**config.mk**
```make
export PLATFORM = sky130hd
export DESIGN_NAME = rxb_top
export DESIGN_NICKNAME = d
export VERILOG_FILES = /design/src/rtl/rxb_pkg.sv /design/src/rtl/rxb_store.sv /design/src/rtl/rxb_timer.sv /design/src/rtl/rxb_top.sv
export SDC_FILE = /design/constraint.sdc
export NUM_CORES = 1
export LEC_CHECK = 0
export BUFFER_PORTS_ARGS = -buffer_cell sky130_fd_sc_hd__buf_2
export CAP_MARGIN = 20
export CORE_ASPECT_RATIO = 1.2
export CORE_MARGIN = 2
export CORE_UTILIZATION = 60
export CTS_CLUSTER_DIAMETER = 40
export CTS_CLUSTER_SIZE = 16
export DETAILED_ROUTE_END_ITERATION = 8
export PLACE_DENSITY_LB_ADDON = 0.05
export SLEW_MARGIN = 20
export SYNTH_ARGS = -nofsm -noshare
export SYNTH_HDL_FRONTEND = slang
export SYNTH_HIERARCHICAL = 1
export SYNTH_SLANG_ARGS = --single-unit
```
**constraint.sdc**
```tcl
create_clock -name clk -period 22.9 [get_ports clk]
set_clock_uncertainty 0.15 [all_clocks]
set_input_delay 1.145 -clock clk [delete_from_list [all_inputs] [get_ports clk]]
set_output_delay 1.145 -clock clk [all_outputs]
set_load 0.01 [all_outputs]
```
**src/rtl/rxb_pkg.sv**
```systemverilog
package rxb_pkg;

    typedef struct packed {
        logic [3:0] data_bits;
        logic       parity_on;
        logic [1:0] stop_bits;
        logic       prescale8;
    } frame_cfg_t;

    function automatic frame_cfg_t decode_mode(input logic [7:0] mode);
        frame_cfg_t c;
        case (mode[2:1])
            2'd3:    c.data_bits = 4'd6;
            2'd2:    c.data_bits = 4'd7;
            default: c.data_bits = 4'd8;
        endcase
        c.parity_on = (mode[5:3] == 3'd0) || (mode[5:3] == 3'd1);
        c.stop_bits = (mode[7:6] == 2'd3) ? 2'd1 : 2'd2;
        c.prescale8 = mode[0];
        return c;
    endfunction

    function automatic logic [3:0] char_bits(input frame_cfg_t c);
        return 4'd1 + c.data_bits + {3'd0, c.parity_on} + {2'd0, c.stop_bits};
    endfunction

endpackage

```
**src/rtl/rxb_store.sv**
```systemverilog
module rxb_store #(
    parameter int DEPTH = 64,
    localparam int ADDR_W = $clog2(DEPTH),
    localparam int CNT_W = ADDR_W + 1
) (
    input  logic             clk,
    input  logic             rst,
    input  logic             wr_en,
    input  logic [7:0]       wr_data,
    input  logic             rd_en,
    output logic [7:0]       rd_word,
    output logic [CNT_W-1:0] count,
    output logic             full,
    output logic             empty
);
    logic [7:0]        mem [DEPTH];
    logic [ADDR_W-1:0] wptr;
    logic [ADDR_W-1:0] rpos;

    // read slot trails the write pointer by the occupancy, modulo depth
    assign rpos    = wptr - count[ADDR_W-1:0];
    assign rd_word = mem[rpos];
    assign full    = (count == CNT_W'(DEPTH));
    assign empty   = (count == '0);

    always_ff @(posedge clk) begin
        if (wr_en) mem[wptr] <= wr_data;
    end

    always_ff @(posedge clk) begin
        if (rst) begin
            wptr  <= '0;
            count <= '0;
        end else begin
            if (wr_en) wptr <= wptr + ADDR_W'(1);
            case ({wr_en, rd_en})
                2'b10:   count <= count + CNT_W'(1);
                2'b01:   count <= count - CNT_W'(1);
                default: count <= count;
            endcase
        end
    end
endmodule

```
**src/rtl/rxb_timer.sv**
```systemverilog
module rxb_timer
    import rxb_pkg::*;
#(
    parameter int DIV_W = 16,
    parameter int BDIV_W = 8,
    localparam int TMR_W = DIV_W + BDIV_W + 10
) (
    input  logic              clk,
    input  logic              rst,
    input  logic [7:0]        frame_mode,
    input  logic [DIV_W-1:0]  clk_div,
    input  logic [BDIV_W-1:0] baud_div,
    input  logic              restart,
    output logic              tmo_pulse
);
    frame_cfg_t       cfg;
    logic [DIV_W-1:0] div_eff;
    logic [TMR_W-1:0] bit_clks;
    logic [TMR_W-1:0] span;
    logic [TMR_W-1:0] remain;

    assign cfg     = decode_mode(frame_mode);
    assign div_eff = (clk_div == '0) ? DIV_W'(1) : clk_div;

    always_comb begin
        bit_clks = TMR_W'(div_eff) * (TMR_W'(baud_div) + TMR_W'(1));
        if (cfg.prescale8) bit_clks = bit_clks << 3;
        span = (bit_clks * TMR_W'(char_bits(cfg))) << 2;
    end

    always_ff @(posedge clk) begin
        if (rst) begin
            remain    <= '0;
            tmo_pulse <= 1'b0;
        end else begin
            tmo_pulse <= 1'b0;
            if (restart) begin
                remain <= span;
            end else if (remain != '0) begin
                remain <= remain - TMR_W'(1);
                if (remain == TMR_W'(1)) tmo_pulse <= 1'b1;
            end
        end
    end
endmodule

```
**src/rtl/rxb_top.sv**
```systemverilog
module rxb_top #(
    parameter int DEPTH = 64,
    parameter int DIV_W = 16,
    parameter int BDIV_W = 8,
    localparam int CNT_W = $clog2(DEPTH) + 1
) (
    input  logic              clk,
    input  logic              rst,
    input  logic              rx_en,
    input  logic              rx_valid,
    input  logic [7:0]        rx_byte,
    input  logic              rx_break,
    input  logic [7:0]        frame_mode,
    input  logic [DIV_W-1:0]  clk_div,
    input  logic [BDIV_W-1:0] baud_div,
    input  logic              rd_strobe,
    output logic [7:0]        rd_data,
    output logic [CNT_W-1:0]  level,
    output logic              full,
    output logic              empty,
    output logic              ovf_pulse,
    output logic              tmo_pulse
);
    logic       arrive;
    logic       accept;
    logic       take;
    logic [7:0] wr_byte;
    logic [7:0] head;

    assign arrive  = rx_en && (rx_valid || rx_break);
    assign accept  = arrive && !full;
    assign take    = rx_en && rd_strobe && !empty;
    assign wr_byte = rx_break ? 8'h00 : rx_byte;

    rxb_store #(.DEPTH(DEPTH)) u_store (
        .clk     (clk),
        .rst     (rst),
        .wr_en   (accept),
        .wr_data (wr_byte),
        .rd_en   (take),
        .rd_word (head),
        .count   (level),
        .full    (full),
        .empty   (empty)
    );

    rxb_timer #(.DIV_W(DIV_W), .BDIV_W(BDIV_W)) u_timer (
        .clk        (clk),
        .rst        (rst),
        .frame_mode (frame_mode),
        .clk_div    (clk_div),
        .baud_div   (baud_div),
        .restart    (accept),
        .tmo_pulse  (tmo_pulse)
    );

    always_ff @(posedge clk) begin
        if (rst) begin
            rd_data   <= 8'h00;
            ovf_pulse <= 1'b0;
        end else begin
            ovf_pulse <= arrive && full;
            if (rd_strobe) rd_data <= take ? head : 8'h00;
        end
    end
endmodule

```
==> results of run 1 <==
==> state kept, by name (all words and copies together) (netlist names) <==
register / cells
ovf_pulse: 1
u_timer/tmo_pulse: 1
u_store/mem: 512
rd_data: 8
u_store/wptr: 6
u_store/count: 7
u_timer/remain: 34
==> metrics by stage <==
step / worst slack (ns) / hold slack [ns] / cells / instance area [µm²] / util, %
detailed placement: 12.28 / 0.315 / 3138 / 33400 / 62.3
CTS: 12.91 / 0.324 / 3248 / 35500 / 66.2
floorplan: 13.57 / 0.313 / 2459 / 32500 / -
global route: 12.39 / 0.346 / 3248 / 35500 / 66.2
global placement: 12.24 / 0.307 / 3137 / 33400 / 62.3
finish: 12.89 / 0.319 / 3248 / 35500 / 66.2
==> worst reg2reg max path, cell delays in order, from the launching register on <==
cell and delay [ns]:
dfxtp_1 0.67, inv_1 0.21, ha_4 0.21, fa_4 1.35, buf_4 0.98, mux4_2 0.44
mux2i_1 0.11, mux2_2 0.29, mux2i_1 0.45, mux2_2 0.27, nand4b_1 0.11, a21oi_1 0.14
==> layer usage <==
| layer | vias to the layer above | global-route usage, % |
|---|---|---|
| met1 | 10000 | 33.7 |
| li1 | 8936 | - |
| met5 | - | 0 |
| met3 | 134 | 3.00 |
| met4 | 0 | 10.3 |
| met2 | 509 | 48.5 |
==> path summary, 6_finish.rpt <==
kind | start | to | slack, ns
max | baud_div[0] | u_timer/remain[32]$_SDFFE_PP0P_ | 12.89
max reg2reg | u_store/wptr[0]$_SDFFE_PP0P_ | rd_data[2]$_SDFFE_PP0P_ | 17.43
min | rd_data[0]$_SDFFE_PP0P_ | rd_data[0]$_SDFFE_PP0P_ | 0.32
min reg2reg | rd_data[0]$_SDFFE_PP0P_ | rd_data[0]$_SDFFE_PP0P_ | 0.32
==> final cells by class <==
cell class              instances  area, µm²
flip-flops and latches        569      16500
clock inverters                47        539
multi-input cells            1514      14500
inverters                     251        942
clock buffers                  63       1530
well taps                     712        891
repair buffers                 92        549
fillers                      3866      18100
==> placed cells by master, fill, tap and decap left out, types with 11 or more instances in the layout <==
cell type and n:
nand3_1 31, and2_1 40, xor2_1 36, o21ai_0 35, fa_1 151, nor2b_1 73
dfxtp_1 57, mux4_2 128, buf_2 63, a21o_1 26, or3_1 13, nor2_1 156
and3_1 11, ha_1 96, nand2_1 148, nand2b_1 34, clkbuf_16 61, nor4_1 14
inv_1 245, a21oi_1 81, a31oi_1 13, buf_4 27, mux2_2 52, a211oi_1 20
edfxtp_1 512, nor3_1 40, inv_6 11, nand4_1 15, mux2i_1 94, xnor2_1 40
==> logic make-up (layout without fill, tap and decap cells) <==
| logic type | count (synthesis) | in the layout | share of synthesized area [%] |
|---|---|---|---|
| AOI/OAI and AO/OA | 253 | 253 | 5.02 |
| xor gates and xnor gates | 80 | 80 | 2.24 |
| adders and majority gates | 249 | 249 | 13.1 |
| buffers and inverters | 376 | 453 | 4.69 |
| DFF | 569 | 569 | 50.8 |
| muxes | 274 | 274 | 13.6 |
| and+or+nand+nor | 658 | 658 | 10.6 |
==> results.json, run 1 <==
{
  "slowest_delay_ns": 0.79,
  "wl_met1_um": 28800,
  "synth_top_area_cell": "edfxtp_1",
  "port_buffers": 63,
  "post-route-min-period_ns": 10.01,
  "timing.slew.headroom_pct": 24.7,
  "fp-row-count": 93,
  "yosys-top-cells-area": "edfxtp_1 (47%), fa_1 (9.4%), mux4_2 (8.9%)",
  "syn-num-nets": 2754,
  "cts_tree": "done",
  "grt_usage_pct": 27.0,
  "cp_max_fo": 19,
  "maxCapViolCount": 0,
  "wl_um": 73000,
  "drt_iter0_drc": 1584,
  "reg2reg_depth": 11,
  "highest_layer": "met4",
  "area_growth_pct": 9.26,
  "setup_tns_ns": 0,
  "yosysTopAreaCellShare_pct": 47.3,
  "post-route-period-util_pct": 43.7,
  "grt_pass1_vias": 21000,
  "routabilityCongestion": 0.875,
  "avgRoutedWirePerCell_um": 22.5,
  "syn-cell-area_um2": 32500,
  "routed-wl-met3_um": 3290,
  "clock-root-buffer": "clkbuf_16",
  "synth.distinct_cells": 84,
  "cp.buffers_inverters": 6,
  "grt_setup_unrepaired": "no",
  "overflow": 0,
  "synth_commonest_cells": "edfxtp_1 (512), inv_1 (245), nor2_1 (157), fa_1 (152), nand2_1 (148)",
  "worst_setup_path_start_kind": "input port",
  "synth-seq-cells": 569,
  "cp.depth": 32,
  "ys_seq_area_share_pct": 50.8,
  "fin_nets": 2783,
  "drive_above_1_share_pct": 16.8,
  "tightest_slew_ns": 1.12,
  "cp_common_cell": "fa_1",
  "ys.flop_type": "edfxtp_1",
  "required_ns": 23.32,
  "cp.arrival_ns": 10.42,
  "slew_viol_final": 0,
  "cts_setup_buffers": 0,
  "dr_wl_met2_um": 38400,
  "fp.dieH_um": 259,
  "crit_family": "adder cells",
  "core_um2": 53600,
  "antenna_found_initial": 0,
  "cp_slowest_cell": "xor2_2",
  "path_class": "input port to register",
  "yosysWarnings": 6,
  "drc_errors": 0,
  "hold_viol_final": 0,
  "dieArea_um2": 56100,
  "vias_per_cell": 6.03,
  "grt_pass1_wl_um": 116000,
  "synthCells": 2459,
  "grt_max_degree": 78,
  "synth_most_common_cell": "edfxtp_1",
  "clkTransAtPathRegs_ns": 0.06,
  "status": "completed",
  "vias": 19600,
  "antenna_cells": 0,
  "endpoint_kind": "register",
  "avgSynthCellArea_um2": 13.2,
  "ctsHoldBuffers": 0,
  "setup_viol": 0,
  "cts_buffers": 60,
  "dieWidth_um": 216,
  "fmax_ghz": 0.0999,
  "htreeDepth": 2,
  "clock_latency_ns": 0.64,
  "num_io_pins": 65,
  "clock-sinks": 569,
  "postCtsResizedCells": 0,
  "ant_nets": 0,
  "holdPathStages": 2,
  "synth-edff-count": 512,
  "start_util_pct": 60.6,
  "hpwl_um": 49800,
  "hold_class": "register to register",
  "ys_async_sr_fraction_pct": 0,
  "cts_buffer_depth": 3,
  "firstDrtPassIters": 7
}
Power of run 1 is left out: the tool's default activity adds up to more than one toggle a clock period on the data nets, which glitch-free logic cannot reach.
==> run 2, diff against run 1 <==
--- a/config.mk
+++ b/config.mk
@@ -9,7 +9,7 @@
 export CAP_MARGIN = 20
 export CORE_ASPECT_RATIO = 1.2
 export CORE_MARGIN = 2
-export CORE_UTILIZATION = 60
+export CORE_UTILIZATION = 58
 export CTS_CLUSTER_DIAMETER = 40
 export CTS_CLUSTER_SIZE = 16
 export DETAILED_ROUTE_END_ITERATION = 8
==> constraint.sdc (replaced) <==
create_clock -name clk -period 8.35 [get_ports clk]
set_clock_uncertainty 0.15 [all_clocks]
set_input_delay 0.4175 -clock clk [delete_from_list [all_inputs] [get_ports clk]]
set_output_delay 0.4175 -clock clk [all_outputs]
set_load 0.01 [all_outputs]
==> run 2 against run 1 <==
  * Die area increased by 3.4%
  * Hold slack worse by 0.20 ns
  * Critical path depth rose by 1
  * Via count grew 3.6%
  * Final area increased by 4.3%
  * Register-to-register slack lost 14 ns
  * Flip-flop and latch count unchanged
  * Global-route usage is 0.54 points lower
  * Sequential share of layout area decreased by 1.9 points
  * Non-clock buffer count is 149 higher
==> results.json, run 2 (synthesis results as in run 1) <==
{
  "status": "completed",
  "r2r_setup_slack_ns": 3.35,
  "grt_pass1_wl_um": 117000,
  "ant_nets": 0,
  "grt_max_degree": 86,
  "top_register": "u_store/mem",
  "routed-wl-met3_um": 3110,
  "required_ns": 8.67,
  "ctsHoldBuffers": 0,
  "setup_tns_ns": 0,
  "post-route-period-util_pct": 95.4,
  "grt_usage_pct": 26.4,
  "tightest_slew_ns": 1.07,
  "cp.arrival_ns": 8.28,
  "endpoint_kind": "register",
  "r2r_end": "rd_data[1]$_SDFFE_PP0P_",
  "drive_above_1_share_pct": 22.5,
  "drt_iter0_drc": 1411,
  "layout_commonest_cell": "edfxtp_1",
  "reg2reg_depth": 11,
  "hold_viol_final": 0,
  "grt_setup_unrepaired": "yes",
  "holdPathStages": 3,
  "slowest_delay_ns": 0.54,
  "slew_viol_final": 0,
  "cts_tree": "done",
  "cp.depth": 33,
  "firstDrtPassIters": 5,
  "grt_pass1_vias": 21600,
  "rr_startpoint": "u_store/wptr[0]$_SDFFE_PP0P_",
  "start_util_pct": 58.3,
  "cts_setup_buffers": 0,
  "maxCapViolCount": 0,
  "vias_per_cell": 5.92,
  "area_growth_pct": 14.0,
  "drc_errors": 0,
  "cts_buffer_depth": 3,
  "cp_common_cell": "fa_1",
  "final_cell_mix": "edfxtp_1 (512), inv_1 (245), buf_4 (176)",
  "worst_setup_path_start_kind": "input port",
  "fmax_ghz": 0.126,
  "top_regs": "u_store/mem x512, u_timer/remain x34, rd_data x8",
  "fp-row-count": 95,
  "hpwl_um": 49500,
  "path_class": "input port to register",
  "cp.buffers_inverters": 6,
  "wl_um": 73700,
  "postCtsResizedCells": 0,
  "htreeDepth": 3,
  "cp_max_fo": 5,
  "port_buffers": 63,
  "core_um2": 55700,
  "antenna_found_initial": 0,
  "clock-sinks": 569,
  "dr_wl_met2_um": 39600,
  "setup_viol": 0,
  "cts_buffers": 68,
  "overflow": 0,
  "clock-root-buffer": "clkbuf_16",
  "routabilityCongestion": 0.854,
  "clkTransAtPathRegs_ns": 0.06,
  "highest_layer": "met4",
  "crit_path_end": "u_timer/remain[33]$_SDFFE_PP0P_",
  "dieWidth_um": 220,
  "dieArea_um2": 58000,
  "cp_slowest_cell": "fa_1",
  "clock_latency_ns": 0.61,
  "fin_nets": 2940,
  "post-route-min-period_ns": 7.96,
  "avgRoutedWirePerCell_um": 21.5,
  "fp.dieH_um": 263,
  "timing.slew.headroom_pct": 28.4,
  "vias": 20300,
  "antenna_cells": 0,
  "largest_reg_flops": 512,
  "crit_family": "adder cells",
  "num_io_pins": 65,
  "startpoint": "baud_div[0]",
  "hold_class": "input port to register",
  "wl_met1_um": 28600
}
==> run 2: final cells by class <==
class                           instances  area [µm²]
Clock buffer                           72        1740
Clock inverter                         52         634
Fill cell                            4063       18700
Inverter                              251         942
Multi-Input combinational cell       1514       14600
Sequential cell                       569       16500
Tap cell                              727         910
Timing Repair Buffer                  241        1680
==> run 2: how the worst min path moves through the flow <==
stage	startpoint	slack, ns	to
2_1_floorplan	u_timer/remain[19]$_SDFFE_PP0P_	0.31	u_timer/remain[19]$_SDFFE_PP0P_
4_1_cts	rd_strobe	0.08	rd_data[0]$_SDFFE_PP0P_
6_report	rd_strobe	0.12	rd_data[0]$_SDFFE_PP0P_
3_3_place_gp	rd_data[5]$_SDFFE_PP0P_	0.31	rd_data[5]$_SDFFE_PP0P_
5_1_grt	rd_strobe	0.12	rd_data[2]$_SDFFE_PP0P_
3_5_place_dp	rd_data[6]$_SDFFE_PP0P_	0.32	rd_data[6]$_SDFFE_PP0P_
==> run 2: metal layers <==
metal	GRT usage [%]	vias up
li1	-	9255
met1	32.3	10400
met2	47.8	541
met3	3.03	145
met4	9.99	0
met5	0	-
==> run 2: worst reg2reg max path, cell delays in order (launching register included) <==
cell and delay [ns]:
dfxtp_1 0.76, inv_1 0.30, ha_4 0.25, fa_4 1.24, buf_12 0.53, mux4_2 0.45, mux2i_1 0.34, mux2_2 0.26
mux2i_1 0.09, mux2_2 0.30, nand4b_1 0.10, a21oi_1 0.07
==> run 2: per-stage QoR <==
| stage | hold slack (ns) | util, % | instance area, µm² | setup WS, ns | cells |
|---|---|---|---|---|---|
| after floorplan | 0.313 | - | 32600 | 0.0287 | 2459 |
| after detailed placement | 0.318 | 62.1 | 34600 | -0.373 | 3302 |
| after global placement | 0.313 | 62.1 | 34600 | -0.275 | 3302 |
| final | 0.120 | 66.5 | 37100 | 0.387 | 3426 |
| after global routing | 0.119 | 66.5 | 37100 | -0.0572 | 3426 |
| after CTS | 0.0802 | 66.4 | 37000 | 0.220 | 3426 |
Power of run 2 is left out for the same reason.
==> run 3, diff against run 2 <==
--- a/config.mk
+++ b/config.mk
@@ -5,14 +5,14 @@
 export SDC_FILE = /design/constraint.sdc
 export NUM_CORES = 1
 export LEC_CHECK = 0
-export BUFFER_PORTS_ARGS = -buffer_cell sky130_fd_sc_hd__buf_2
 export CAP_MARGIN = 20
 export CORE_ASPECT_RATIO = 1.2
 export CORE_MARGIN = 2
-export CORE_UTILIZATION = 58
+export CORE_UTILIZATION = 59
 export CTS_CLUSTER_DIAMETER = 40
 export CTS_CLUSTER_SIZE = 16
 export DETAILED_ROUTE_END_ITERATION = 8
+export DONT_BUFFER_PORTS = 1
 export PLACE_DENSITY_LB_ADDON = 0.05
 export SLEW_MARGIN = 20
 export SYNTH_ARGS = -nofsm -noshare
==> run 3 against run 2 <==
  * Register-to-register slack got worse by 0.32 ns
  * Fmax increased by 0.22%
  * Via count decreased by 0.73%
  * Cell count decreased by 2.6%
  * First-iteration DRC count increased by 10%
  * Global-route usage increased by 1.1 points
  * Highest routed layer unchanged
  * Critical path depth increased by 2
  * Non-clock buffer count decreased by 92
  * Routed wire length increased by 3.1%
  * Flip-flop and latch count unchanged
==> results.json, run 3 (synthesis results as in run 1) <==
{
  "status": "completed",
  "vias": 20200,
  "r2r_setup_slack_ns": 3.03,
  "port_buffers": 0,
  "startpoint": "baud_div[0]",
  "wl_um": 76000,
  "cts_tree": "done",
  "clock-sinks": 569,
  "post-route-period-util_pct": 95.2,
  "met2_usage_pct": 50.1,
  "required_ns": 8.67,
  "largest_reg_flops": 512,
  "grt_pass1_vias": 21400,
  "grt_usage_pct": 27.5,
  "rr_startpoint": "u_store/wptr[0]$_SDFFE_PP0P_",
  "grtUsageMet1_pct": 32.7,
  "hold_class": "input port to register",
  "post-route-min-period_ns": 7.95,
  "maxCapViolCount": 0,
  "htreeDepth": 3,
  "layout_commonest_cell": "edfxtp_1",
  "setup_viol": 0,
  "cp_slowest_cell": "fa_1",
  "top_regs": "u_store/mem x512, u_timer/remain x34, rd_data x8",
  "avgRoutedWirePerCell_um": 22.8,
  "ant_nets": 0,
  "tightest_slew_ns": 1.14,
  "path_class": "input port to register",
  "firstDrtPassIters": 5,
  "vias_per_cell": 6.04,
  "fp.dieH_um": 261,
  "num_io_pins": 65,
  "slew_viol_final": 0,
  "hpwl_um": 50800,
  "cp.depth": 35,
  "cts_setup_buffers": 0,
  "grt_setup_unrepaired": "no",
  "grt.busiest_layer": "met2",
  "start_util_pct": 59.4,
  "r2r_end": "rd_data[6]$_SDFFE_PP0P_",
  "fin_nets": 2851,
  "routabilityCongestion": 0.877,
  "cp_common_cell": "fa_1",
  "worst_setup_path_start_kind": "input port",
  "drive_above_1_share_pct": 19.5,
  "cts_buffers": 71,
  "endpoint_kind": "register",
  "grt_pass1_wl_um": 118000,
  "top_register": "u_store/mem",
  "cts_buffer_depth": 3,
  "hold_viol_final": 0,
  "cp.buffers_inverters": 8,
  "use_met3_pct": 4.24,
  "antenna_found_initial": 2,
  "fp-row-count": 94,
  "dieWidth_um": 218,
  "crit_family": "adder cells",
  "clock-root-buffer": "clkbuf_16",
  "fmax_ghz": 0.126,
  "slowest_delay_ns": 0.51,
  "drt_iter0_drc": 1555,
  "crit_path_end": "u_timer/remain[30]$_SDFFE_PP0P_",
  "clkTransAtPathRegs_ns": 0.06,
  "timing.slew.headroom_pct": 24.2,
  "core_um2": 54700,
  "cp_max_fo": 19,
  "drc_errors": 0,
  "area_growth_pct": 12.7,
  "setup_tns_ns": 0,
  "cp.arrival_ns": 8.26,
  "overflow": 0,
  "grt_max_degree": 66,
  "final_cell_mix": "edfxtp_1 (512), inv_1 (245), nor2_1 (155)",
  "dieArea_um2": 57000,
  "clock_latency_ns": 0.62,
  "reg2reg_depth": 12
}
==> run 3: changes by cell type in the layout (fill, tap and decap cells not counted), moves of 4 or more <==
cell / delta
clkbuf_16: +5
buf_2: -63
clkinv_4: -4
buf_4: -35
dlygate4sd3_1: +5
==> run 3: repair_timing <==
action                                  CTS  global route
gates resized for setup                   0             7
hold buffers                              6             0
endpoints found under the hold margin    42             0
endpoints found under the setup margin    0             7
==> run 3: area by class of cell <==
class | instances | area (µm²)
clock buffers | 81 | 1890
flip-flops and latches | 569 | 16500
repair buffers | 149 | 1180
clock inverters | 51 | 583
multi-input cells | 1514 | 14600
inverters | 251 | 942
well taps | 720 | 901
fillers | 4042 | 18000
diodes | 3 | 7.51
==> run 3: worst min path at each step <==
stage / from / endpoint / slack [ns] / cells past startpoint
finish: rst / u_timer/remain[32]$_SDFFE_PP0P_ / 0.09 / 4
global route: rst / u_timer/remain[32]$_SDFFE_PP0P_ / 0.09 / 4
CTS: rst / u_timer/remain[32]$_SDFFE_PP0P_ / 0.06 / 4
detailed placement: u_timer/remain[19]$_SDFFE_PP0P_ / u_timer/remain[19]$_SDFFE_PP0P_ / 0.34 / 2
global placement: u_timer/remain[19]$_SDFFE_PP0P_ / u_timer/remain[19]$_SDFFE_PP0P_ / 0.33 / 2
floorplan: u_timer/remain[19]$_SDFFE_PP0P_ / u_timer/remain[19]$_SDFFE_PP0P_ / 0.31 / 2
==> run 3: metal layers <==
metal,vias to the layer above,wire length [µm]
met2,602,39800
met1,10300,28900
met4,0,2980
met3,171,4230
met5,-,0
li1,9083,-
==> run 3: worst register-to-register path, cell delays in order (launching register included) <==
cell and delay [ns]:
dfxtp_1 0.65, inv_1 0.20, ha_4 0.21, fa_4 1.43
buf_12 0.43, mux4_2 0.43, mux2i_1 0.30, mux2_2 0.26
mux2i_1 0.12, mux2_2 0.29, nand4b_1 0.11, a21oi_1 0.08
dlygate4sd3_1 0.56
==> run 3: through the flow <==
step / std cells / setup WS [ns] / utilization [%] / area, µm² / hold WS (ns)
4_1_cts: 3335 / 0.358 / 66.9 / 36600 / 0.0601
5_1_grt: 3336 / 0.00191 / 67.0 / 36600 / 0.0907
6_report: 3338 / 0.404 / 67.0 / 36600 / 0.0861
3_3_place_gp: 3197 / -0.223 / 62.2 / 34000 / 0.332
3_5_place_dp: 3197 / -0.251 / 62.2 / 34000 / 0.342
2_1_floorplan: 2459 / 0.0287 / - / 32600 / 0.313
Power of run 3 is left out for the same reason.
